**config.mk**
```make
export PLATFORM = sky130hd
export DESIGN_NAME = pbus_wr_engine
export DESIGN_NICKNAME = d
export VERILOG_FILES = /design/src/rtl/pbw_pkg.sv /design/src/rtl/pbw_txbuf.sv /design/src/rtl/pbw_timer.sv /design/src/rtl/pbw_outreg.sv /design/src/rtl/pbus_wr_engine.sv
export SDC_FILE = /design/constraint.sdc
export NUM_CORES = 1
export LEC_CHECK = 0
export ABC_AREA = 1
export BUFFER_PORTS_ARGS = -buffer_cell sky130_fd_sc_hd__buf_2
export CAP_MARGIN = 10
export CORE_UTILIZATION = 38
export DETAILED_ROUTE_END_ITERATION = 16
export PLACE_DENSITY = 0.63
export SYNTH_ARGS = -nofsm -noshare
export SYNTH_HDL_FRONTEND = slang
export SYNTH_SLANG_ARGS = --single-unit
```
**constraint.sdc**
```tcl
create_clock -name clk -period 1.92 [get_ports clk]
set_clock_uncertainty 0.1 [all_clocks]
set_input_delay 0.192 -clock clk [delete_from_list [all_inputs] [get_ports clk]]
set_output_delay 0.192 -clock clk [all_outputs]
set_load 0.005 [all_outputs]
```
**src/rtl/pbw_pkg.sv**
```systemverilog
package pbw_pkg;
  // Level of the internal shift clock; DRIVE is the strobe-active half.
  typedef enum logic {
    LINE_REST  = 1'b0,
    LINE_DRIVE = 1'b1
  } line_phase_e;
endpackage

```
**src/rtl/pbw_txbuf.sv**
```systemverilog
module pbw_txbuf #(
  parameter int DATA_W = 8
) (
  input  logic              clk,
  input  logic              rst_n,
  input  logic              enable,
  input  logic              in_valid,
  input  logic [DATA_W-1:0] in_data,
  input  logic              empty_clr,
  input  logic              take,
  output logic              in_ready,
  output logic              empty,
  output logic              pending,
  output logic [DATA_W-1:0] pend_data
);
  logic [DATA_W-1:0] store_q;
  logic              empty_q;
  logic              fire;

  assign in_ready  = enable && empty_q;
  assign fire      = in_valid && in_ready;
  // A byte arriving this cycle counts as pending so a run can chain onto it.
  assign pending   = !empty_q || fire;
  assign pend_data = empty_q ? in_data : store_q;
  assign empty     = empty_q;

  always_ff @(posedge clk or negedge rst_n) begin
    if (!rst_n) begin
      empty_q <= 1'b1;
      store_q <= '0;
    end else begin
      if (fire) store_q <= in_data;
      if (!enable)        empty_q <= 1'b1;
      else if (take)      empty_q <= 1'b1;
      else if (fire)      empty_q <= 1'b0;
      else if (empty_clr) empty_q <= 1'b0;
    end
  end
endmodule

```
**src/rtl/pbw_timer.sv**
```systemverilog
module pbw_timer
  import pbw_pkg::*;
#(
  parameter int CNT_W = 8
) (
  input  logic             clk,
  input  logic             rst_n,
  input  logic             enable,
  input  logic             pending,
  input  logic [CNT_W-1:0] half_lim,
  input  logic [CNT_W-1:0] edge_lim,
  output line_phase_e      phase,
  output logic             load,
  output logic             run_end
);
  logic             running_q;
  line_phase_e      phase_q;
  logic [CNT_W-1:0] half_q;
  logic [CNT_W-1:0] edge_q;
  logic             expire, last;
  logic             start_idle, restart, mid_load;

  assign expire     = running_q && (half_q == half_lim);
  assign last       = expire && (edge_q == edge_lim);
  assign start_idle = enable && !running_q && pending;
  assign restart    = enable && last && (phase_q == LINE_REST) && pending;
  assign mid_load   = enable && expire && !last && (phase_q == LINE_REST) && pending;
  assign load       = start_idle || restart || mid_load;
  assign run_end    = enable && last;
  assign phase      = phase_q;

  always_ff @(posedge clk or negedge rst_n) begin
    if (!rst_n) begin
      running_q <= 1'b0;
      phase_q   <= LINE_REST;
      half_q    <= '0;
      edge_q    <= '0;
    end else if (!enable) begin
      running_q <= 1'b0;
      phase_q   <= LINE_REST;
      half_q    <= '0;
      edge_q    <= '0;
    end else if (!running_q) begin
      if (pending) begin
        running_q <= 1'b1;
        phase_q   <= LINE_DRIVE;
        half_q    <= '0;
        edge_q    <= '0;
      end
    end else if (expire) begin
      half_q <= '0;
      if (last) begin
        edge_q <= '0;
        if (restart) begin
          phase_q <= LINE_DRIVE;
        end else begin
          running_q <= 1'b0;
          phase_q   <= LINE_REST;
        end
      end else begin
        edge_q  <= edge_q + 1'b1;
        phase_q <= (phase_q == LINE_DRIVE) ? LINE_REST : LINE_DRIVE;
      end
    end else begin
      half_q <= half_q + 1'b1;
    end
  end
endmodule

```
**src/rtl/pbw_outreg.sv**
```systemverilog
module pbw_outreg #(
  parameter int DATA_W = 8
) (
  input  logic              clk,
  input  logic              rst_n,
  input  logic              load,
  input  logic [DATA_W-1:0] din,
  output logic [DATA_W-1:0] dout
);
  always_ff @(posedge clk or negedge rst_n) begin
    if (!rst_n)    dout <= '0;
    else if (load) dout <= din;
  end
endmodule

```
**src/rtl/pbus_wr_engine.sv**
```systemverilog
module pbus_wr_engine
  import pbw_pkg::*;
#(
  parameter int DATA_W = 8,
  parameter int CNT_W  = 8
) (
  input  logic                clk,
  input  logic                rst_n,
  input  logic                enable,
  input  logic [2*CNT_W-1:0]  timing_cfg,
  input  logic                in_valid,
  input  logic [DATA_W-1:0]   in_data,
  output logic                in_ready,
  input  logic                empty_clr,
  output logic                buf_empty,
  input  logic                done_clr,
  output logic                done_flag,
  output logic                wr_n,
  output logic [DATA_W-1:0]   bus_data
);
  localparam int CFG_W = 2 * CNT_W;

  logic              pending, load, run_end;
  logic [DATA_W-1:0] pend_data;
  line_phase_e       phase;
  logic [CNT_W-1:0]  half_lim, edge_lim;
  logic              done_q;

  assign half_lim = timing_cfg[CNT_W-1:0];
  assign edge_lim = timing_cfg[CFG_W-1:CNT_W];

  pbw_txbuf #(.DATA_W(DATA_W)) u_buf (
    .clk(clk), .rst_n(rst_n), .enable(enable),
    .in_valid(in_valid), .in_data(in_data), .empty_clr(empty_clr),
    .take(load), .in_ready(in_ready), .empty(buf_empty),
    .pending(pending), .pend_data(pend_data)
  );

  pbw_timer #(.CNT_W(CNT_W)) u_tmr (
    .clk(clk), .rst_n(rst_n), .enable(enable), .pending(pending),
    .half_lim(half_lim), .edge_lim(edge_lim),
    .phase(phase), .load(load), .run_end(run_end)
  );

  pbw_outreg #(.DATA_W(DATA_W)) u_out (
    .clk(clk), .rst_n(rst_n), .load(load), .din(pend_data), .dout(bus_data)
  );

  // Run completion beats a host clear arriving on the same edge.
  always_ff @(posedge clk or negedge rst_n) begin
    if (!rst_n)        done_q <= 1'b0;
    else if (run_end)  done_q <= 1'b1;
    else if (done_clr) done_q <= 1'b0;
  end

  assign done_flag = done_q;
  assign wr_n      = (phase != LINE_DRIVE);
endmodule

```
Word-level counts from Yosys, hierarchy flattened
Cells that the tools add are included.
{"block": "totals", "out_inout_bits": 12, "regBits": 36, "input_bits": 30, "elab_cells": 64}
{"block": "op_classes", "mux": 27, "bitwise_logic": 1, "eq_ne": 5, "addsub": 2, "n_reduce_logical": 21}
{"operator": "$mux W8", "count": 9}
{"operator": "$mux W1", "count": 18}
{"operator": "$add A8 B1 Y8 const B", "count": 2}
{"operator": "$eq A8 B8 Y1", "count": 2}
{"operator": "$logic_and A1 B1 Y1", "count": 13}
{"operator": "$ne A4 B1 Y1 const B", "count": 1}
{"operator": "$logic_not A1 Y1", "count": 3}
{"operator": "$logic_or A1 B1 Y1", "count": 3}
{"operator": "$ne A3 B1 Y1 const B", "count": 1}
{"operator": "$ne A3 B3 Y1 const B", "count": 1}
{"operator": "$reduce_and A2 Y1", "count": 1}
{"operator": "$reduce_bool A2 Y1", "count": 1}
{"operator": "$not A1 Y1", "count": 1}

Logic depth before layout (Yosys ltp)
{"block": "logic_depth", "depth_word": 11, "mapped_depth": 13, "depth_no_buf": 12}

Cells and area by module
From an unflattened synthesis, not the netlist that was laid out.
{"block": "unflattened", "cells_unflattened": 328, "hier_area_um2": 2328.5}
{"module": "pbw_timer", "seq_area_each_um2": 450.4, "n_inst": 1, "area_per_inst_um2": 1465.2, "cells_each": 226}
{"module": "pbw_txbuf", "seq_area_each_um2": 226.5, "n_inst": 1, "area_per_inst_um2": 514.2, "cells_each": 62}
{"module": "pbw_outreg", "seq_area_each_um2": 200.2, "n_inst": 1, "area_per_inst_um2": 305.3, "cells_each": 34}
{"module": "pbus_wr_engine", "seq_area_each_um2": 25.0, "n_inst": 1, "area_per_inst_um2": 43.8, "cells_each": 6}

Worst setup path before layout
OpenSTA, ideal clock, no wires.
{"block": "synth_timing", "kind": "reg-to-reg", "start": "register u_buf.empty_q (netlist: u_buf.empty)", "end": "register u_tmr.edge_q[6]", "arrival_ps": 1561, "setup_ps": 120, "t_required_ps": 1700, "slack_ps": 139, "period_less_slack_ps": 1781, "n_path_buf": 2, "path_stages_with_launch": 12, "cell_sequence": "dfstp_2 > buf_4 > nand2_1 > inv_1 > nand2_2 > nand2_2 > nor2_4 > nor2_4 > buf_6 > nand2_2 > o21ai_0 > nor2_1"}
{"block": "synth_between", "elab_chain_len": 5, "word_cells_on_any_way": 6, "classes_between": "1 x eq/ne; 5 x reduce/logical"}
{"element": "start, declared", "line_no": "pbw_txbuf.sv:17", "source": "logic empty_q;"}
{"element": "start signal, assigned", "line_no": "pbw_txbuf.sv:29", "source": "empty_q <= 1'b1;"}
{"element": "start signal, assigned", "line_no": "pbw_txbuf.sv:33", "source": "if (!enable) empty_q <= 1'b1;"}
{"element": "start signal, assigned", "line_no": "pbw_txbuf.sv:34", "source": "else if (take) empty_q <= 1'b1;"}
{"element": "$logic_and A1 B1 Y1", "line_no": "pbw_txbuf.sv:20", "source": "assign in_ready = enable && empty_q;"}
{"element": "net in_ready", "line_no": "pbus_wr_engine.sv:13", "source": "output logic in_ready,"}
{"element": "$logic_and A1 B1 Y1", "line_no": "pbw_txbuf.sv:21", "source": "assign fire = in_valid && in_ready;"}
{"element": "$logic_or A1 B1 Y1", "line_no": "pbw_txbuf.sv:23", "source": "assign pending = !empty_q || fire;"}
{"element": "$ne A3 B1 Y1 (no source line)"}
{"element": "$reduce_and A2 Y1 (no source line)"}
{"element": "end signal, assigned", "line_no": "pbw_timer.sv:61", "source": "edge_q <= edge_q + 1'b1;"}
{"element": "end, declared", "line_no": "pbw_timer.sv:19", "source": "logic [CNT_W-1:0] edge_q;"}
The timed path passes the listed nets, and every way through them passes these cells.
A chain may end at the register's enable or synchronous reset.

Worst setup path in the final report
{"block": "layout_timing", "start": "register u_tmr.half_q[5]", "end": "register u_tmr.edge_q[5]"}
{"block": "layout_between", "elab_chain_len": 7, "word_cells_on_any_way": 9, "classes_between": "2 x eq/ne; 4 x mux; 3 x reduce/logical"}
{"element": "start, declared", "line_no": "pbw_timer.sv:18", "source": "logic [CNT_W-1:0] half_q;"}
{"element": "start signal, assigned", "line_no": "pbw_timer.sv:65", "source": "half_q <= half_q + 1'b1;"}
{"element": "$eq A8 B8 Y1 (*)", "line_no": "pbw_timer.sv:23", "source": "assign expire = running_q && (half_q == half_lim);"}
{"element": "$logic_and A1 B1 Y1 (*)", "line_no": "pbw_timer.sv:23"}
{"element": "$logic_and A1 B1 Y1", "line_no": "pbw_timer.sv:24", "source": "assign last = expire && (edge_q == edge_lim);"}
{"element": "$mux W8", "line_no": "pbw_timer.sv:52", "source": "if (last) begin"}
{"element": "$mux W8", "line_no": "pbw_timer.sv:50", "source": "end else if (expire) begin"}
{"element": "$mux W8", "line_no": "pbw_timer.sv:43", "source": "end else if (!running_q) begin"}
{"element": "$mux W8", "line_no": "pbw_timer.sv:38", "source": "end else if (!enable) begin"}
Mark *: on every way between the ends. The rest lies on a longest branch, timed or not. The select of a mux whose other input is x is not followed.

==> summary.txt <==
Die
  • # rows: 26
  • Initial Utilization: 0.404
  • Full die area: between 5000 and 6000 um^2
  • Io pins: 42
  • DIE WIDTH: 76.4 um
  • Die height: 76.4 um
  • Total core area: 5200 um^2

Synth
  • Synth Area per Inst: 7.25 um^2
  • Syn_nets: between 300 and 400
  • Top post-synthesis cells by area: dfrtp_1 42%, nand2_1 14%, inv_1 7.3%
  • Synth area leader: dfrtp_1
  • Synth top area share: 0.416
  • Ys Warns: 0
  • Syn Inst Count: 290
  • Yosys cell types: 31
  • #FFs+latches synth: 36
  • Cell Area, Synth: 2100 um^2
  • Sequential fraction of the synthesis area: 0.429

STA
  • Post-layout min period: between 1.5 and 2 ns
  • Setup Viol. Count Final: 0
  • Max transition margin: 0.687
  • Hold Vio Cnt, Final: 0
  • Slew @ Worst Pin: about 0.47 ns
  • Final Slew Violations: 0
  • Fin crit share: 0.946
  • Slack of the critical path: between 0.1 and 0.15 ns
  • Fmax: roughly 550 MHz

Clocking
  • Skew-Pair Late Insertion Delay: 0.29 ns
  • Cts bufs inserted: 5
  • Deepest clock path buffer count: 2
  • H-tree level count: 2
  • Clock-pin slew on the worst setup and hold paths: 0.07 ns
  • CTS tree: built
  • Clock tree sinks: 36
  • Clk root buf: clkbuf_8

Layout
  • Core Util, Final: 0.505
  • Layout fillers: 543
  • FF/Latch Area: between 900 and 1000 um^2
  • Multi-input logic area: 1050 um^2
  • Area delta synth->final: 24.9%
  • Final instance area: 2630 um^2
  • Nets@finish: 380
  • Antenna fix cells: 0
  • Share of cells above drive strength 1: 0.261

Detailed routing
  • Wire per inst: 11.3 um
  • Aggregate routed wire length: 4.75 mm
  • Total number of vias: a little under 2000
  • # DRC: 0
  • DRT iter0 DRCs: between 100 and 150
  • DRT antenna net count: 0
  • DR vias/cell: 4.59
  • TritonRoute pass-1 iters: 4

Place
  • Placed cell area: 2390 um^2
  • Hpwl dp: 3.43 mm
  • GPL Wtd Cong: between 0.8 and 0.9
  • DP Worst Slack: 0.0352 ns
  • Port-buffer cells: just over 40

Worst setup path
  • Startpoint Class: register
  • Worst r2r path cells: 11
  • CP arrival: 1.90 ns
  • Largest stage delay on the critical path: 0.43 ns
  • Worst setup EP type: register
  • CP Class: reg2reg
  • Worst Path Required: 2.00 ns
  • CP max FO: 7
  • Crit path cell chain: nand2_1 -> nand2_2 -> nor2_4 -> nand3_2 -> nor2_4 -> nor2_2 -> nor2_4 -> buf_6 -> nand3_1 -> nand3_1 -> inv_1
  • Most used cell, CP: nor2_4
  • Worst-path cell with the longest stage delay: dfrtp_1

GRT
  • Initial antenna violation count: 0
  • Gr usage total: 0.171
  • Vias in the first global route: 1676
  • Gr ovfl total: 0
  • First-pass GRT wire length: 7.78 mm
  • Pin count of the biggest net entering global routing: 37

Power
  • Clock power share: 0.300
  • Register share of total power: 0.476
  • Share of total power in combinational logic: 0.225
  • Pwr/cell area: between 700 and 800 nW/um^2
  • Net Sw Frac: 0.304
  • Power Total: 1.91 mW
  • Int Pwr: between 1 and 1.5 mW
  • NetSw: 0.580 mW
  • Leak pwr: 1.37 nW
  • Max rail drop VDD: 302 uV

Hold path
  • Worst Hold Class: in2reg
  • Hold depth: 2

Job
  • MaxCap Viol Count: 0

Status
  • Status: finished, final reports clean
[critical path, delay by kind of cell, from the launching register on]
kind	cells	cell delay (ns)
buf+inv	2	0.18
simple gates	9	1.00
flops	1	0.43
[flip-flops by register name, summed over array words and instances, names as in the netlist]
name / flops
u_tmr.edge_q: 8
done_flag: 1
u_buf.empty: 1
u_tmr.running_q: 1
u_buf.store_q: 8
u_tmr.phase: 1
u_out.dout: 8
u_tmr.half_q: 8
[layer usage]
| layer | track usage | wire length, um |
|---|---|---|
| met1 | 0.252 | 2490 |
| met5 | 0 | 0 |
| met3 | 0.0347 | 180 |
| met2 | 0.247 | 2020 |
| met4 | 0.0577 | 67 |
[cells in the mapped netlist, drive strengths merged]
master	number
o21ai	18
o22ai	1
nand4	3
clkbuf	2
a22o	1
inv	44
o32ai	1
nor3b	1
nor3	4
dfstp	1
dfrtp	35
nand2	89
nor2	39
buf	3
xnor2	8
a21oi	11
and3b	1
nor4	1
ha	2
nand3	21
xor2	3
o221a	1
[power by group through the flow]
| stage | registers, mW | clock network [mW] | logic [mW] |
|---|---|---|---|
| after floorplan | 0.920 | 0 | 0.233 |
| after global placement | 0.925 | 0 | 0.399 |
| after detailed placement | 0.926 | 0 | 0.400 |
| after CTS | 0.912 | 0.586 | 0.403 |
| after global routing | 0.921 | 0.619 | 0.488 |
| final | 0.910 | 0.573 | 0.429 |
[placed cells by master, fill, tap and decap left out, types with 2 or more instances in the layout]
master    instances
a21oi_1          11
buf_2            41
buf_4            12
buf_6             2
clkbuf_8          6
dfrtp_1          33
dfrtp_2           2
ha_1              2
inv_1            41
inv_2             3
nand2_1          77
nand2_2          11
nand3_1          20
nand4_1           2
nor2_1           32
nor2_2            3
nor2_4            4
nor3_1            4
o21ai_0          15
o21ai_1           3
xnor2_1           7
xor2_1            3
[metrics by stage]
stage,instances,hold slack [ns],TNS [ns]
4_1_cts,409,0.0140,0
2_1_floorplan,290,-0.204,0
3_5_place_dp,400,0.159,0
5_1_grt,419,0.0228,-0.0479
3_3_place_gp,400,0.160,0
6_report,419,0.0328,0
[kinds of logic after synthesis]
| family | share of synthesized area |
|---|---|
| flops | 0.429 |
| compound gates | 0.0857 |
| xor+xnor | 0.0458 |
| simple gates | 0.334 |
| buf+inv | 0.0934 |
| fa+ha+maj | 0.0119 |
[worst paths after layout]
check                            startpoint          endpoint  slack (ns)
setup reg to reg            u_tmr.half_q[5]   u_tmr.edge_q[5]        0.10
hold / removal                     done_clr         done_flag        0.03
min in group asynchronous             rst_n   u_tmr.edge_q[5]        0.37
max in group asynchronous             rst_n   u_tmr.half_q[2]        0.99
hold reg to reg            u_buf.store_q[7]  u_buf.store_q[7]        0.39
setup / recovery            u_tmr.half_q[5]   u_tmr.edge_q[5]        0.10
[cell type report]
| cell class | count | area share |
|---|---|---|
| timing repair buffer | 56 | 0.125 |
| clock inverter | 1 | 0.00286 |
| clock buffer | 7 | 0.0329 |
| inverter | 44 | 0.0629 |
| multi-input combinational | 205 | 0.399 |
| sequential | 36 | 0.344 |
| tap | 70 | 0.0333 |
[timing repair]
| item | 4_1_cts | 5_1_grt |
|---|---|---|
| hold buffers | 1 | 0 |
| setup endpoints to repair | 0 | 18 |
| buffers inserted | 0 | 10 |
| gates resized for setup | 0 | 16 |
| hold endpoints to repair | 35 | 0 |
Power figures use the tool's default switching activity.
